`config.mk`:
```
export PLATFORM = sky130hd
export DESIGN_NAME = att_ctrl
export DESIGN_NICKNAME = d
export VERILOG_FILES = /design/src/rtl/att_ctrl_pkg.sv /design/src/rtl/att_ser_shift.sv /design/src/rtl/att_boot_timer.sv /design/src/rtl/att_code_reg.sv /design/src/rtl/att_ctrl.sv
export SDC_FILE = /design/constraint.sdc
export NUM_CORES = 1
export LEC_CHECK = 0
export BUFFER_PORTS_ARGS = -buffer_cell sky130_fd_sc_hd__buf_2
export CAP_MARGIN = 20
export CORE_MARGIN = 2
export CORE_UTILIZATION = 55
export DETAILED_ROUTE_END_ITERATION = 6
export PLACE_DENSITY = 0.77
export SLEW_MARGIN = 30
export SYNTH_ARGS = -nofsm -noshare
export SYNTH_HDL_FRONTEND = slang
export SYNTH_HIERARCHICAL = 1
export SYNTH_SLANG_ARGS = --single-unit
```
`constraint.sdc`:
```
create_clock -name clk -period 4.6 [get_ports clk]
set_input_delay 0.23 -clock clk [delete_from_list [all_inputs] [get_ports clk]]
set_output_delay 0.23 -clock clk [all_outputs]
set_load 0.01 [all_outputs]
```
`src/rtl/att_ctrl_pkg.sv`:
```
package att_ctrl_pkg;

   typedef enum logic {
      PATH_PAR = 1'b0,
      PATH_SER = 1'b1
   } path_e;

   // Number of system clocks in a window given in microseconds
   function automatic int unsigned us_to_cycles(input int unsigned hz,
                                                input int unsigned us);
      return (hz / 1000) * us / 1000;
   endfunction

endpackage

```
`src/rtl/att_ser_shift.sv`:
```
module att_ser_shift #(
   parameter int unsigned WORD_W    = 8,
   parameter bit          LSB_FIRST = 1'b1,
   parameter bit          RISE_EDGE = 1'b1
) (
   input  logic              clk,
   input  logic              rst_n,
   input  logic              en,
   input  logic              sclk,
   input  logic              sdin,
   output logic [WORD_W-1:0] word
);

   logic sclk_q;
   logic step;

   if (WORD_W < 2) begin : g_bad_w
      $error("att_ser_shift: WORD_W must be at least 2");
   end

   always_ff @(posedge clk or negedge rst_n) begin
      if (!rst_n) sclk_q <= 1'b0;
      else        sclk_q <= sclk;
   end

   if (RISE_EDGE) begin : g_rise
      assign step = en & sclk & ~sclk_q;
   end else begin : g_fall
      assign step = en & ~sclk & sclk_q;
   end

   if (LSB_FIRST) begin : g_lsb
      always_ff @(posedge clk or negedge rst_n) begin
         if (!rst_n)    word <= '0;
         else if (step) word <= {sdin, word[WORD_W-1:1]};
      end
   end else begin : g_msb
      always_ff @(posedge clk or negedge rst_n) begin
         if (!rst_n)    word <= '0;
         else if (step) word <= {word[WORD_W-2:0], sdin};
      end
   end

   // no shift when the path is not enabled
   p_idle_keeps_word_r10: assert property (@(posedge clk) disable iff (!rst_n)
      !en |=> $stable(word));

endmodule

```
`src/rtl/att_boot_timer.sv`:
```
module att_boot_timer #(
   parameter int unsigned CYCLES = 20000
) (
   input  logic clk,
   input  logic rst_n,
   output logic busy
);

   localparam int unsigned CNT_W = (CYCLES < 2) ? 1 : $clog2(CYCLES + 1);

   if (CYCLES == 0) begin : g_none
      assign busy = 1'b0;
   end else begin : g_cnt
      localparam logic [CNT_W-1:0] LAST = CNT_W'(CYCLES);
      logic [CNT_W-1:0] cnt;

      always_ff @(posedge clk or negedge rst_n) begin
         if (!rst_n)     cnt <= '0;
         else if (busy)  cnt <= cnt + 1'b1;
      end

      assign busy = (cnt != LAST);

      // counter never runs past the window length
      p_cnt_bound_r2: assert property (@(posedge clk) disable iff (!rst_n)
         cnt <= LAST);
      // once the window closes it stays closed
      p_window_once_r2: assert property (@(posedge clk) disable iff (!rst_n)
         !busy |=> !busy);
   end

endmodule

```
`src/rtl/att_code_reg.sv`:
```
module att_code_reg #(
   parameter int unsigned CODE_W = 7
) (
   input  logic              clk,
   input  logic              rst_n,
   input  logic              par_ld,
   input  logic [CODE_W-1:0] par_val,
   input  logic              ser_ld,
   input  logic [CODE_W:0]   ser_word,
   output logic [CODE_W-1:0] code,
   output logic              flag
);

   always_ff @(posedge clk or negedge rst_n) begin
      if (!rst_n) begin
         code <= '1;
         flag <= 1'b0;
      end else if (ser_ld) begin
         code <= ser_word[CODE_W-1:0];
         flag <= ser_word[CODE_W];
      end else if (par_ld) begin
         code <= par_val;
      end
   end

   // a parallel load never alters the validity flag
   p_par_keeps_flag_r8: assert property (@(posedge clk) disable iff (!rst_n)
      (par_ld && !ser_ld) |=> $stable(flag));

endmodule

```
`src/rtl/att_ctrl.sv`:
```
module att_ctrl #(
   parameter int unsigned CLK_HZ    = 50_000_000,
   parameter int unsigned PRESET_US = 400,
   parameter int unsigned CODE_W    = 7
) (
   input  logic              clk,
   input  logic              rst_n,
   input  logic              ser_sel,
   input  logic [CODE_W-1:0] par_data,
   input  logic              lat_en,
   input  logic              ser_din,
   input  logic              ser_clk,
   output logic [CODE_W-1:0] att_code,
   output logic              bad_word
);
   import att_ctrl_pkg::*;

   localparam int unsigned WORD_W     = CODE_W + 1;
   localparam int unsigned PRESET_CYC = us_to_cycles(CLK_HZ, PRESET_US);
   localparam logic [CODE_W-1:0] MAX_CODE = '1;

   if (CODE_W < 1 || CODE_W > 15) begin : g_bad_code_w
      $error("att_ctrl: CODE_W out of range");
   end
   if (CLK_HZ < 1000) begin : g_bad_hz
      $error("att_ctrl: CLK_HZ too small for the preset counter");
   end

   path_e             path;
   logic              busy;
   logic              open_gate;
   logic              par_ld;
   logic              ser_ld;
   logic [WORD_W-1:0] sr_word;

   assign path      = ser_sel ? PATH_SER : PATH_PAR;
   assign open_gate = lat_en & ~busy;
   assign ser_ld    = open_gate & (path == PATH_SER);
   assign par_ld    = open_gate & (path == PATH_PAR) & ~bad_word;

   att_ser_shift #(
      .WORD_W    (WORD_W),
      .LSB_FIRST (1'b1),
      .RISE_EDGE (1'b1)
   ) u_shift (
      .clk   (clk),
      .rst_n (rst_n),
      .en    (path == PATH_SER),
      .sclk  (ser_clk),
      .sdin  (ser_din),
      .word  (sr_word)
   );

   att_boot_timer #(
      .CYCLES (PRESET_CYC)
   ) u_timer (
      .clk   (clk),
      .rst_n (rst_n),
      .busy  (busy)
   );

   att_code_reg #(
      .CODE_W (CODE_W)
   ) u_code (
      .clk      (clk),
      .rst_n    (rst_n),
      .par_ld   (par_ld),
      .par_val  (par_data),
      .ser_ld   (ser_ld),
      .ser_word (sr_word),
      .code     (att_code),
      .flag     (bad_word)
   );

   // maximum attenuation throughout the preset window
   p_window_max_r2: assert property (@(posedge clk) disable iff (!rst_n)
      busy |-> (att_code == MAX_CODE));
   // enable low freezes the code and the flag
   p_le_low_hold_r4: assert property (@(posedge clk) disable iff (!rst_n)
      !lat_en |=> ($stable(att_code) && $stable(bad_word)));
   // the flag can only be raised by a serial latch
   p_flag_from_serial_r8: assert property (@(posedge clk) disable iff (!rst_n)
      $rose(bad_word) |-> $past(ser_sel));
   // a raised flag blocks parallel writes
   p_flag_blocks_par_r8: assert property (@(posedge clk) disable iff (!rst_n)
      (bad_word && !ser_sel) |=> $stable(att_code));

endmodule

```
Word-level counts from Yosys, hierarchy flattened
Cells that the tools add are included.

storage, ports and cells
  register bits after elaboration = 32
  bits of input ports = 13
  output and inout bits = 8
  logic and storage cells = 21

cells by class
  add/sub/neg operators = 1
  equality and inequality tests = 1
  muxes and demuxes = 3
  bitwise gates (word level) = 10
  reductions and logical operators = 1

operators with widths
  cell                     number
  $add A15 B1 Y15 const B  1
  $ne A15 B15 Y1 const B   1
  $mux W7                  2
  $and A1 B1 Y1            6
  $not A1 Y1               4
  $reduce_bool A2 Y1       1
  $mux W1                  1

Depth between registers and ports, before layout
Gate-level depths: netlist of run 1.

  depth in word-level cells = 7
  mapped depth = 9
  depth with buffers taken out = 7

By module
The synthesis of run 1 kept the hierarchy.

modules (own cells, without submodules)
  module          instances  cells each  area an instance (um^2)  sequential area each (um^2)
  att_boot_timer  1          65          726.9                    375.4
  att_code_reg    1          32          374.1                    209.0
  att_ser_shift   1          18          335.3                    225.2
  att_ctrl        1          2           23.8                     0.0

Worst setup path before layout of run 1
No wires, ideal clock.

  path type = register to register
  start = register u_timer.g_cnt.cnt[0]
  end = register u_code.code[0]
  arrival = 2.320 ns
  slack = 2.196 ns
  cell stages (with the launch flop) = 10
  path buffers = 2
  clock period less this slack = 2.404 ns
  path through = dfrtp_1 -> inv_1 -> ha_1 -> or4bb_1 -> or4_1 -> buf_2 -> nor4b_2 -> buf_6 -> mux2i_1 -> o21ai_1

on the way
  cells in the longest elaborated chain, start to end = 6
  elaborated cells between the ends (all ways) = 8
  those cells by class = eq/ne (1); mux (1); bitwise (5); reduce/logical (1)

ends and longest elaborated chain
  element                              RTL line              RTL
  start, declared                      att_boot_timer.sv:15  logic [CNT_W-1:0] cnt;
  start signal, assigned               att_boot_timer.sv:19  else if (busy) cnt <= cnt + 1'b1;
  $ne A15 B15 Y1                       att_boot_timer.sv:22  assign busy = (cnt != LAST);
  named net busy                       att_ctrl.sv:30        logic busy;
  $not A1 Y1                           att_ctrl.sv:37        assign open_gate = lat_en & ~busy;
  $and A1 B1 Y1                        att_ctrl.sv:37
  $and A1 B1 Y1 (2 in series)          att_ctrl.sv:39        assign par_ld = open_gate & (path == PATH_PAR) & ~bad_word;
  named net par_ld                     att_ctrl.sv:32        logic par_ld;
  $reduce_bool A2 Y1 (no source line)  n/a
  end signal, assigned                 att_code_reg.sv:19    code <= ser_word[CODE_W-1:0];
  end signal, assigned                 att_code_reg.sv:22    code <= par_val;
  end, declared                        att_code_reg.sv:10    output logic [CODE_W-1:0] code,

The timed path passes the listed nets, and every way through them passes these cells.
A chain may end at the register's enable or synchronous reset.

Worst setup path in the final report of run 1
  start = register u_timer.g_cnt.cnt[0]
  end = register u_code.code[3]

The elaborated chain is that of the path after synthesis.

==> results by group, run 1 <==
Worst setup path
  • CP max FO: 7
  • Critical path required time: roughly 5 ns
  • Reg2Reg Depth: 7
  • WP data arrival: about 3.3 ns
  • CP Class: reg2reg
  • Startpoint types: flip-flop
  • Crit end category: flip-flop
  • Worst reg2reg startpoint: u_timer/g_cnt.cnt[0]
  • R2r endpoint: u_code/code[3]
  • R2R setup slack: approximately 1.6 ns

STA
  • RSZ-0062 raised after global routing: false
  • Post-route minimum period: roughly 3.0 ns
  • Setup WS post-layout: between 1.5 and 2 ns
  • Final Hold Viols: 0
  • # setup viols final: 0
  • Final period utilization: 66.2%
  • Final Slew Violations: 0
  • Slew margin rel.: between 30 and 40%
  • Fmax: between 0.3 and 0.4 GHz
  • Slew @ Worst Pin: 0.936 ns
  • Total negative setup slack: 0 ns
  • Post-Route Skew: 0.00386 ns

Floorplanning
  • Die area: ~3100 um^2
  • Starting Density: 58.4%
  • # rows: 18
  • Die X: 55.5 um
  • Core ar.: between 2000 and 2500 um^2
  • Chip height: 55.5 um
  • Io pins: 21

Cells and area
  • Layout cell share with drive strength beyond 1: about a third
  • # fillers: roughly 180
  • Design area: 1650 um^2
  • ANT cells: 0
  • Area of the multi-input gates: between 600 and 700 um^2
  • Storage cell area: between 800 and 900 um^2
  • Area growth from synthesis to layout: 12.9%
  • Final nets: about 160
  • Final Util: around 66%

Logic synthesis
  • Cell count after synthesis: about 120
  • Top_reg_cell synth: dfrtp_1
  • Number of flops mapped to enable cells by yosys: 0
  • Post-synthesis sequential area ratio: about 55%
  • Count of cell types in the netlist: 29
  • Top-area cell type share of the netlist area: a little over two fifths
  • Most common cell in the netlist: dfrtp_1
  • Syn_area_per_cell: 12.5 um^2
  • Synthesized net count: 132
  • Post-synthesis register bit count: 32
  • Ys async rst share: between 90% and 100%
  • Synth Warn #: 6
  • Top cells by area, synth: dfrtp_1 (43%), dfstp_2 (13%), mux2_2 (6.2%), mux2i_1 (4.8%), xnor2_1 (4.2%)
  • Post-synth top area cell: dfrtp_1
  • Synthesized cell area: between 1000 and 1500 um^2
  • Post-synth top cells: dfrtp_1 (25), nand2_1 (11), mux2_2 (8)

Drt
  • Via Count: about 950
  • Routed vias/inst: 5.51
  • Routed WL: between 2 and 2.5 mm
  • Routed wire per std cell: ~14 um
  • Drc violations: 0
  • DRT iter0 DRCs: 19
  • DRT antenna net count: 0
  • DR pass1 iterations: 4

Clock tree
  • CTS tree: done
  • H-tree depth: 2
  • # Post-CTS Setup Buffers: 0
  • CTS buffer count: 5
  • Clock sinks: 32
  • Post-CTS sizing: 0
  • Max clock buf depth: 2
  • Later-pin clock latency in the skew report: between 0.3 and 0.4 ns
  • Root Buffer Master: clkbuf_4
  • # hold bufs at CTS: 1
  • Reg clk slew, reported paths: roughly 0.09 ns

Global routing
  • First-pass GRT wire length: around 4.4 mm
  • GRT Total Usage: 19.0%
  • Vias in the first global route: approximately 1000
  • Initial antenna violation count: 0
  • GRT overflow: 0
  • Largest net degree at the start of global routing: 33

Outcome
  • Status: completed

Worst hold path
  • Hold depth: 1
  • Hold_sp: ser_clk
  • Hold Path Sink: u_shift/sclk_q
  • Hold/Removal Path Class: in2reg

Power
  • LEAKAGE: between 0.7 and 0.8 nW
  • Maximum vdd drop: 0.000266 V
  • Pwr/cell area: ~350 nW/um^2

Placement
  • Pre-CTS WS: 1.54 ns
  • Final GP Congestion: between 0.8 and 0.9
  • Port bufs: 20
  • Post-DP HPWL: roughly 1.7 mm
  • Area post-placement: 1570 um^2

Run
  • Max cap viols: 0
## registers in the layout, indices dropped and copies added (netlist names)
register           flops
u_timer/g_cnt.cnt     15
u_code/code            7
u_shift/sclk_q         1
u_code/flag            1
u_shift/word           8
## routing by layer
| metal | wire length (um) | part of all wire (%) | GRT usage (%) | vias to the layer above |
|---|---|---|---|---|
| met3 | 155 | 6.3 | 5.15 | 8 |
| met4 | 63 | 2.5 | 12.5 | 0 |
| met2 | 1140 | 46 | 30.6 | 33 |
| met1 | 1120 | 45 | 22.1 | 446 |
| li1 | - | - | - | 467 |
| met5 | 0 | 0 | 0 | - |
## worst max-delay path: stages, from the launching register on
cell	delay, ns
dfrtp_1	0.43
inv_1	0.11
ha_1	0.15
or4bb_1	0.38
or4_1	0.65
nor4b_2	0.88
mux2i_1	0.30
o21ai_1	0.08
## worst max path at each step
stage	startpoint	cells past startpoint	end	slack [ns]
after floorplan	u_timer/g_cnt.cnt[0]	9	u_code/code[0]	2.20
after global placement	u_timer/g_cnt.cnt[0]	7	u_code/code[2]	1.67
after detailed placement	u_timer/g_cnt.cnt[0]	7	u_code/code[1]	1.54
after CTS	u_timer/g_cnt.cnt[0]	7	u_code/code[1]	1.53
after global routing	u_timer/g_cnt.cnt[0]	7	u_code/code[3]	1.38
final	u_timer/g_cnt.cnt[0]	7	u_code/code[3]	1.55
## per-stage QoR
step           cells  total power [mW]  hold WS [ns]
2_1_floorplan    117             0.368       -0.0656
3_3_place_gp     164             0.388         0.303
3_5_place_dp     164             0.393         0.310
4_1_cts          173             0.578        0.0225
5_1_grt          173             0.598        0.0264
6_report         173             0.570        0.0293
## cells by family (layout without fill, tap and decap cells)
family                   count (synthesis)  count (layout)  share of synthesized area (%)
AO/OA/AOI/OAI                            8               8                           2.91
buffers and inverters                    6              32                           2.66
flip-flops                              32              32                           55.4
XOR/XNOR                                13              13                           7.80
multiplexers                            17              17                           12.8
adder cells (fa/ha/maj)                  2               2                           1.71
AND/OR/NAND/NOR                         39              39                           16.7
## layout by cell type, fill, tap and decap left out
cell type and n:
a21o_1 1, and2_1 1, and3_1 1, and3b_1 1, buf_2 20, clkbuf_1 1, clkbuf_4 5, clkbuf_8 2
dfrtp_1 25, dfstp_2 7, dlygate4sd3_1 1, ha_1 2, inv_1 3, mux2_1 1, mux2_2 8, mux2_4 1
mux2i_1 7, nand2_1 11, nand3_1 4, nand3b_4 1, nand4_1 6, nor2_1 1, nor2b_1 2, nor3_1 3
nor4_1 3, nor4b_2 1, o21ai_1 7, or4_1 1, or4b_1 2, or4bb_1 1, xnor2_1 7, xor2_1 6
## cell type report
cell class                 count  share of cell area, %
sequential                    32                   49.1
multi-input combinational     79                   37.1
timing repair buffer          21                   6.68
clock buffer                   8                   4.17
tap                           30                   2.28
inverter                       3                  0.683
## power by group
group | switching, mW | total (mW) | leakage, nW | internal (mW)
clock network | 0.0935 | 0.183 | 0.0386 | 0.0898
registers | 0.0221 | 0.337 | 0.393 | 0.315
logic | 0.0189 | 0.0492 | 0.340 | 0.0303
Power figures use the tool's default switching activity.
==> run 2, diff against run 1 <==
==> constraint.sdc (replaced) <==
create_clock -name clk -period 3.16 [get_ports clk]
set_input_delay 0.158 -clock clk [delete_from_list [all_inputs] [get_ports clk]]
set_output_delay 0.158 -clock clk [all_outputs]
set_load 0.01 [all_outputs]
==> run 2 against run 1 <==
Effect of this change: worst hold slack better by 0.031 ns; setup slack worse by 1.0 ns; routed wire length down 3.2%; register-to-register slack worse by 1.0 ns; highest routed layer unchanged; clock skew up 0.0065 ns; largest cell class unchanged; die area unchanged; flip-flop and latch count unchanged; combinational power up 47%.
==> results by group, run 2 (synthesis gave the netlist of run 1 again) <==
Outcome
  • Status: completed

Worst setup path
  • Max stage delay on crit path: 0.65 ns (-0.23 ns)
  • Crit-path cells: inv_1 -> ha_1 -> or4bb_1 -> or4_1 -> nor4b_2 -> buf_4 -> mux2i_1 -> o21ai_1
  • CP Class: reg2reg
  • CP max-delay cell: or4_1
  • Critical path required time: 3.42 ns (-1.45 ns)
  • CP max FO: 7 (unchanged)
  • WP data arrival: 2.88 ns (-0.43 ns)
  • Startpoint types: flip-flop
  • Crit end category: flip-flop

STA
  • Final Hold Viols: 0 (unchanged)
  • Slew margin rel.: 54.9% (+17 points)
  • # setup viols final: 0 (unchanged)
  • Total negative setup slack: 0 ns (unchanged)
  • Post-Route Skew: 0.0103 ns (+0.00647 ns)
  • Final period utilization: 82.9% (+17 points)
  • Slew @ Worst Pin: 0.677 ns (-0.259 ns)
  • Final Slew Violations: 0 (unchanged)
  • Fmax: 0.382 GHz (+16%)
  • RSZ-0062 raised after global routing: false
  • Post-route minimum period: 2.62 ns (-0.426 ns)

Clock tree
  • # Post-CTS Setup Buffers: 0 (unchanged)
  • H-tree depth: 2 (unchanged)
  • CTS tree: done
  • Later-pin clock latency in the skew report: 0.32 ns (-0.02 ns)
  • Max clock buf depth: 2 (unchanged)
  • Clock sinks: 32 (unchanged)
  • CTS buffer count: 5 (unchanged)
  • Root Buffer Master: clkbuf_4
  • Reg clk slew, reported paths: 0.09 ns (about the same)

Drt
  • DRT iter0 DRCs: 24 (+5)
  • Drc violations: 0 (unchanged)
  • DR pass1 iterations: 4 (unchanged)
  • Routed vias/inst: 5.43 (-1.5%)
  • Routed wire per std cell: 13.6 um (-4.9%)
  • Routed WL: 2.40 mm (-3.2%)
  • Via Count: 956 (+0.21%)
  • DRT antenna net count: 0 (unchanged)

Floorplanning
  • Chip height: 55.5 um (unchanged)
  • # rows: 18 (unchanged)
  • Die area: 3080 um^2 (unchanged)
  • Core ar.: 2500 um^2 (unchanged)
  • Starting Density: 58.4% (unchanged)
  • Die X: 55.5 um (unchanged)
  • Io pins: 21 (unchanged)

Global routing
  • First-pass GRT wire length: 4.14 mm (-6.1%)
  • GRT overflow: 0 (unchanged)
  • GRT Total Usage: 18.0% (-1.0 points)
  • Largest net degree at the start of global routing: 33 (unchanged)
  • Vias in the first global route: 906 (-9.3%)
  • Initial antenna violation count: 0 (unchanged)

Power
  • Power after layout: 0.775 mW (+36%)
  • Maximum vdd drop: 0.000369 V (+38%)
  • LEAKAGE: 0.777 nW (+0.75%)
  • Pwr/cell area: 468 nW/um^2 (+36%)

Cells and area
  • Most frequent cells in the layout: dfrtp_1 (25), buf_2 (20), nand2_1 (11)
  • Layout cell share with drive strength beyond 1: 31.5% (+0.038 points)
  • Final nets: 160 (+1.9%)
  • Top Registers: u_timer/g_cnt.cnt x15, u_shift/word x8, u_code/code x7
  • Design area: 1660 um^2 (+0.38%)
  • # fillers: 194 (+7.2%)
  • Most common cell after layout, fill and taps aside: dfrtp_1
  • Area of the multi-input gates: 612 um^2 (unchanged)
  • Storage cell area: 810 um^2 (unchanged)
  • Largest register FFs: 15 (unchanged)
  • ANT cells: 0 (unchanged)
  • Biggest register: u_timer/g_cnt.cnt
  • Area growth from synthesis to layout: 13.4%

Placement
  • Post-DP HPWL: 1.76 mm (+3.0%)
  • Area post-placement: 1590 um^2 (+0.96%)
  • Port bufs: 20 (unchanged)
  • Final GP Congestion: 0.895 (+2.8%)

Run
  • Max cap viols: 0 (unchanged)

Worst hold path
  • Hold/Removal Path Class: in2reg
run 2: final timing paths:
| path | start | endpoint | slack [ns] | cells past startpoint |
|---|---|---|---|---|
| min | ser_din | u_shift/word[7] | 0.06 | 2 |
| max | u_timer/g_cnt.cnt[0] | u_code/code[5] | 0.54 | 8 |
| max in group asynchronous | rst_n | u_timer/g_cnt.cnt[10] | 2.32 | 2 |
| min reg2reg | u_timer/g_cnt.cnt[14] | u_timer/g_cnt.cnt[14] | 0.49 | 1 |
| min in group asynchronous | rst_n | u_timer/g_cnt.cnt[5] | 0.40 | 2 |
| max reg2reg | u_timer/g_cnt.cnt[0] | u_code/code[5] | 0.54 | 8 |
run 2: worst max-delay path, delay by kind of cell, from the launching register on:
kind	cells	cell delay, ns
AOI/OAI and AO/OA	1	0.08
adders and majority gates	1	0.14
buffers and inverters	2	0.32
DFF	1	0.43
muxes	1	0.24
and+or+nand+nor	3	1.35
run 2: power breakdown:
group / total, mW / switching [mW] / leakage, nW / internal [mW]
Clock: 0.211 / 0.125 / 0.0293 / 0.0865
Combinational: 0.0724 / 0.0275 / 0.355 / 0.0449
Sequential: 0.492 / 0.0324 / 0.393 / 0.459
Total: 0.775 / 0.185 / 0.777 / 0.591
run 2: final cells by class:
type	instances	area share, %
Clock buffer	7	2.72
Sequential cell	32	48.9
Timing Repair Buffer	24	8.16
Clock inverter	1	0.302
Multi-Input combinational cell	79	37.0
Inverter	3	0.680
Tap cell	30	2.27
run 2: timing repair:
item / 4_1_cts / 5_1_grt
endpoints found under the hold margin: 26 / 0
gates resized for setup: 0 / 0
hold buffers: 2 / 0
run 2: metal layers:
layer | wire length [um] | up-vias | part of all wire, % | track usage, %
li1 | - | 470 | - | -
met2 | 1160 | 28 | 48 | 28.4
met4 | 31 | 0 | 1.3 | 8.36
met1 | 1070 | 454 | 45 | 21.4
met3 | 137 | 4 | 5.7 | 7.26
met5 | 0 | - | 0 | 0
run 2: through the flow:
stage	hold WS [ns]	std cells	setup WS, ns	util, %
6_report	0.0608	176	0.540	66.2
5_1_grt	0.0548	176	0.413	66.2
4_1_cts	0.0329	176	0.528	66.2
3_5_place_dp	0.238	166	0.543	63.4
3_3_place_gp	0.229	166	0.665	63.4
2_1_floorplan	-0.138	117	0.756	-
==> run 3, diff against run 2 <==
--- a/config.mk
+++ b/config.mk
@@ -5,12 +5,13 @@
 export SDC_FILE = /design/constraint.sdc
 export NUM_CORES = 1
 export LEC_CHECK = 0
+export ABC_AREA = 1
 export BUFFER_PORTS_ARGS = -buffer_cell sky130_fd_sc_hd__buf_2
 export CAP_MARGIN = 20
 export CORE_MARGIN = 2
 export CORE_UTILIZATION = 55
 export DETAILED_ROUTE_END_ITERATION = 6
-export PLACE_DENSITY = 0.77
+export PLACE_DENSITY = 0.76
 export SLEW_MARGIN = 30
 export SYNTH_ARGS = -nofsm -noshare
 export SYNTH_HDL_FRONTEND = slang
==> constraint.sdc (replaced) <==
create_clock -name clk -period 2.6 [get_ports clk]
set_input_delay 0.13 -clock clk [delete_from_list [all_inputs] [get_ports clk]]
set_output_delay 0.13 -clock clk [all_outputs]
set_load 0.01 [all_outputs]
==> run 3 against run 2 <==
Effect of this change: final cell count up 51%; largest cell class unchanged; sequential share of layout area down 5.0 points; final area up 11%; setup slack worse by 0.097 ns; clock-buffer cell count unchanged; critical path type unchanged; synthesized cell count up 78%; non-clock buffer count down 1.
==> results by group, run 3 <==
Logic synthesis
  • Synthesized cell area: 1670 um^2 (+14%)
  • Ys async rst share: 100% (unchanged)
  • Top_reg_cell synth: dfrtp_1
  • Cell count after synthesis: 208 (+78%)
  • Synthesized net count: 223 (+69%)
  • Post-synthesis register bit count: 32 (unchanged)
  • Syn_area_per_cell: 8.01 um^2 (-36%)
  • Count of cell types in the netlist: 20 (-31%)
  • Post-synth top area cell: dfrtp_1
  • Post-synth top cells: nand2_1 (74), dfrtp_1 (25), nand3_1 (25), nor2_1 (23), inv_1 (17)
  • Top-area cell type share of the netlist area: 37.5% (-5.3 points)
  • Most common cell in the netlist: nand2_1
  • Number of flops mapped to enable cells by yosys: 0 (unchanged)
  • Synth Warn #: 6 (unchanged)
  • Top cells by area, synth: dfrtp_1 (38%), nand2_1 (17%), dfstp_2 (11%), nand3_1 (7.5%), nor2_1 (5.2%)
  • Post-synthesis sequential area ratio: 48.6% (-6.9 points)

Clock tree
  • Root Buffer Master: clkbuf_4
  • CTS buffer count: 5 (unchanged)
  • H-tree depth: 2 (unchanged)
  • Post-CTS sizing: 0 (unchanged)
  • Max clock buf depth: 2 (unchanged)
  • CTS tree: done
  • Later-pin clock latency in the skew report: 0.34 ns (+0.02 ns)
  • # Post-CTS Setup Buffers: 0 (unchanged)
  • Clock sinks: 32 (unchanged)
  • Reg clk slew, reported paths: 0.10 ns (about the same)

Cells and area
  • Most frequent cells in the layout: nand2_1 (74), nand3_1 (25), dfrtp_1 (25)
  • Final Util: 65.1% (-1.1 points)
  • Most common cell after layout, fill and taps aside: nand2_1
  • Final nets: 249 (+56%)
  • Biggest register: u_timer/g_cnt.cnt
  • Largest register FFs: 15 (unchanged)
  • Area growth from synthesis to layout: 10.5%
  • Top Registers: u_timer/g_cnt.cnt x15, u_shift/word x8, u_code/code x7
  • # fillers: 248 (+28%)
  • Layout cell share with drive strength beyond 1: 18.3% (-13 points)
  • ANT cells: 0 (unchanged)
  • Design area: 1840 um^2 (+11%)

Power
  • Register share of total power: 62.5% (-0.9 points)
  • Net switching power figure: 0.227 mW (+23%)
  • LEAKAGE: 0.917 nW (+18%)
  • Power after layout: 0.878 mW (+13%)
  • Clock share of power: 31.5% (+4.2 points)
  • Pwr/cell area: 477 nW/um^2 (+1.8%)
  • Sw Ratio: 25.9% (+2.0 points)
  • Internal power: 0.651 mW (+10%)
  • Maximum vdd drop: 0.000432 V (+17%)
  • Logic pwr share: 6.1% (-3.2 points)

Worst setup path
  • CP max FO: 8 (+1)
  • Startpoint types: flip-flop
  • Crit end category: flip-flop
  • CP Class: reg2reg
  • Critical path required time: 2.88 ns (-0.54 ns)
  • WP data arrival: 2.44 ns (-0.44 ns)

Global routing
  • Initial antenna violation count: 0 (unchanged)
  • GRT Total Usage: 22.6% (+4.6 points)
  • GRT overflow: 0 (unchanged)
  • First-pass GRT wire length: 5.83 mm (+41%)
  • Vias in the first global route: 1345 (+48%)
  • Largest net degree at the start of global routing: 33 (unchanged)

STA
  • Post-Route Skew: 0.00920 ns (-0.00113 ns)
  • Total negative setup slack: 0 ns (unchanged)
  • Fmax: 0.464 GHz (+21%)
  • # setup viols final: 0 (unchanged)
  • Slew @ Worst Pin: 0.695 ns (+0.0187 ns)
  • Slew margin rel.: 53.6% (-1.2 points)
  • Final period utilization: 82.9% (about the same)
  • Final Slew Violations: 0 (unchanged)
  • RSZ-0062 raised after global routing: false
  • Final Hold Viols: 0 (unchanged)
  • Post-route minimum period: 2.16 ns (-0.463 ns)

Floorplanning
  • Die area: 3490 um^2 (+13%)
  • Core ar.: 2830 um^2 (+13%)
  • Die X: 59.0 um (+6.3%)
  • # rows: 19 (+1)
  • Starting Density: 58.9% (+0.50 points)
  • Io pins: 21 (unchanged)
  • Chip height: 59.0 um (+6.3%)

Outcome
  • Status: completed

Drt
  • Routed WL: 3.45 mm (+44%)
  • Routed vias/inst: 5.53 (+1.8%)
  • Drc violations: 0 (unchanged)
  • Via Count: 1471 (+54%)
  • DRT antenna net count: 0 (unchanged)
  • DR pass1 iterations: 4 (unchanged)
  • Routed wire per std cell: 13.0 um (-4.6%)
  • DRT iter0 DRCs: 95 (+300%)

Placement
  • Port bufs: 20 (unchanged)
  • Area post-placement: 1770 um^2 (+12%)
  • Post-DP HPWL: 2.54 mm (+44%)
  • Final GP Congestion: 0.883 (-1.3%)

Run
  • Max cap viols: 0 (unchanged)

Worst hold path
  • Hold/Removal Path Class: in2reg
[run 3: changes by cell type after synthesis, sizes merged, moves of 10 or more]
cell   delta
nor2     +26
mux2     -10
inv      +16
nand2    +64
nand3    +23
[run 3: cell type report]
| cell class | instances | area [um^2] | share of cell area [%] |
|---|---|---|---|
| Sequential cell | 32 | 810 | 44.0 |
| Multi-Input combinational cell | 153 | 744 | 40.4 |
| Timing Repair Buffer | 23 | 128 | 6.93 |
| Inverter | 19 | 71.3 | 3.87 |
| Clock buffer | 7 | 45.0 | 2.45 |
| Tap cell | 31 | 38.8 | 2.11 |
| Clock inverter | 1 | 5.00 | 0.272 |
[run 3: cell families after synthesis]
logic type                 Yosys count  share of synthesized area, %
xor gates and xnor gates             7                          3.68
adders and majority gates            2                          1.50
buffers and inverters               23                          6.76
DFF                                 32                          48.6
and+or+nand+nor                    144                          39.5
[run 3: stage by stage]
stage / hold slack, ns / std cells / setup WS [ns]
floorplan: -0.166 / 208 / 0.944
global placement: 0.211 / 256 / 0.646
detailed placement: 0.213 / 256 / 0.515
CTS: 0.0151 / 266 / 0.449
global route: 0.0301 / 266 / 0.269
finish: 0.0277 / 266 / 0.444
[run 3: timing repair]
| action | 4_1_cts | 5_1_grt |
|---|---|---|
| endpoints found under the hold margin | 26 | 0 |
| hold buffers | 2 | 0 |
| endpoints found under the setup margin | 0 | 0 |
[run 3: critical path, cell delays in order (launching register included)]
cell and delay, ns:
dfrtp_1 0.45, inv_1 0.14, ha_1 0.19, nand2_1 0.07, inv_1 0.06, nand2_1 0.06, nor2_1 0.14, nand2_1 0.09
inv_1 0.08, nand2_2 0.06, nor2_1 0.37, buf_4 0.24, nand2_1 0.07, nand3_1 0.08
[run 3: layer usage]
layer	part of all wire (%)	vias up	global-route usage (%)
met4	1.7	0	7.79
met1	45	691	30.2
met2	45	56	34.6
met3	7.5	8	7.64
met5	0	-	0
li1	-	716	-
[run 3: worst paths after layout]
kind                                            from              endpoint  slack, ns  depth (start not counted)
worst max-delay path            u_timer/g_cnt.cnt[0]        u_code/code[2]       0.44                         13
min in group asynchronous                      rst_n       u_shift/word[1]       0.37                          2
worst max register to register  u_timer/g_cnt.cnt[0]        u_code/code[2]       0.44                         13
worst min-delay path                     par_data[3]        u_code/code[3]       0.03                          3
max in group asynchronous                      rst_n  u_timer/g_cnt.cnt[6]       1.79                          2
worst min register to register        u_code/code[6]        u_code/code[6]       0.49                          2
[run 3: power by group through the flow]
stage	Combinational (mW)	Clock [mW]	Sequential, mW
after detailed placement	0.0521	0	0.557
final	0.0534	0.276	0.548
after CTS	0.0549	0.286	0.549
after global placement	0.0500	0	0.558
after global routing	0.0647	0.302	0.553
after floorplan	0.0317	0	0.549
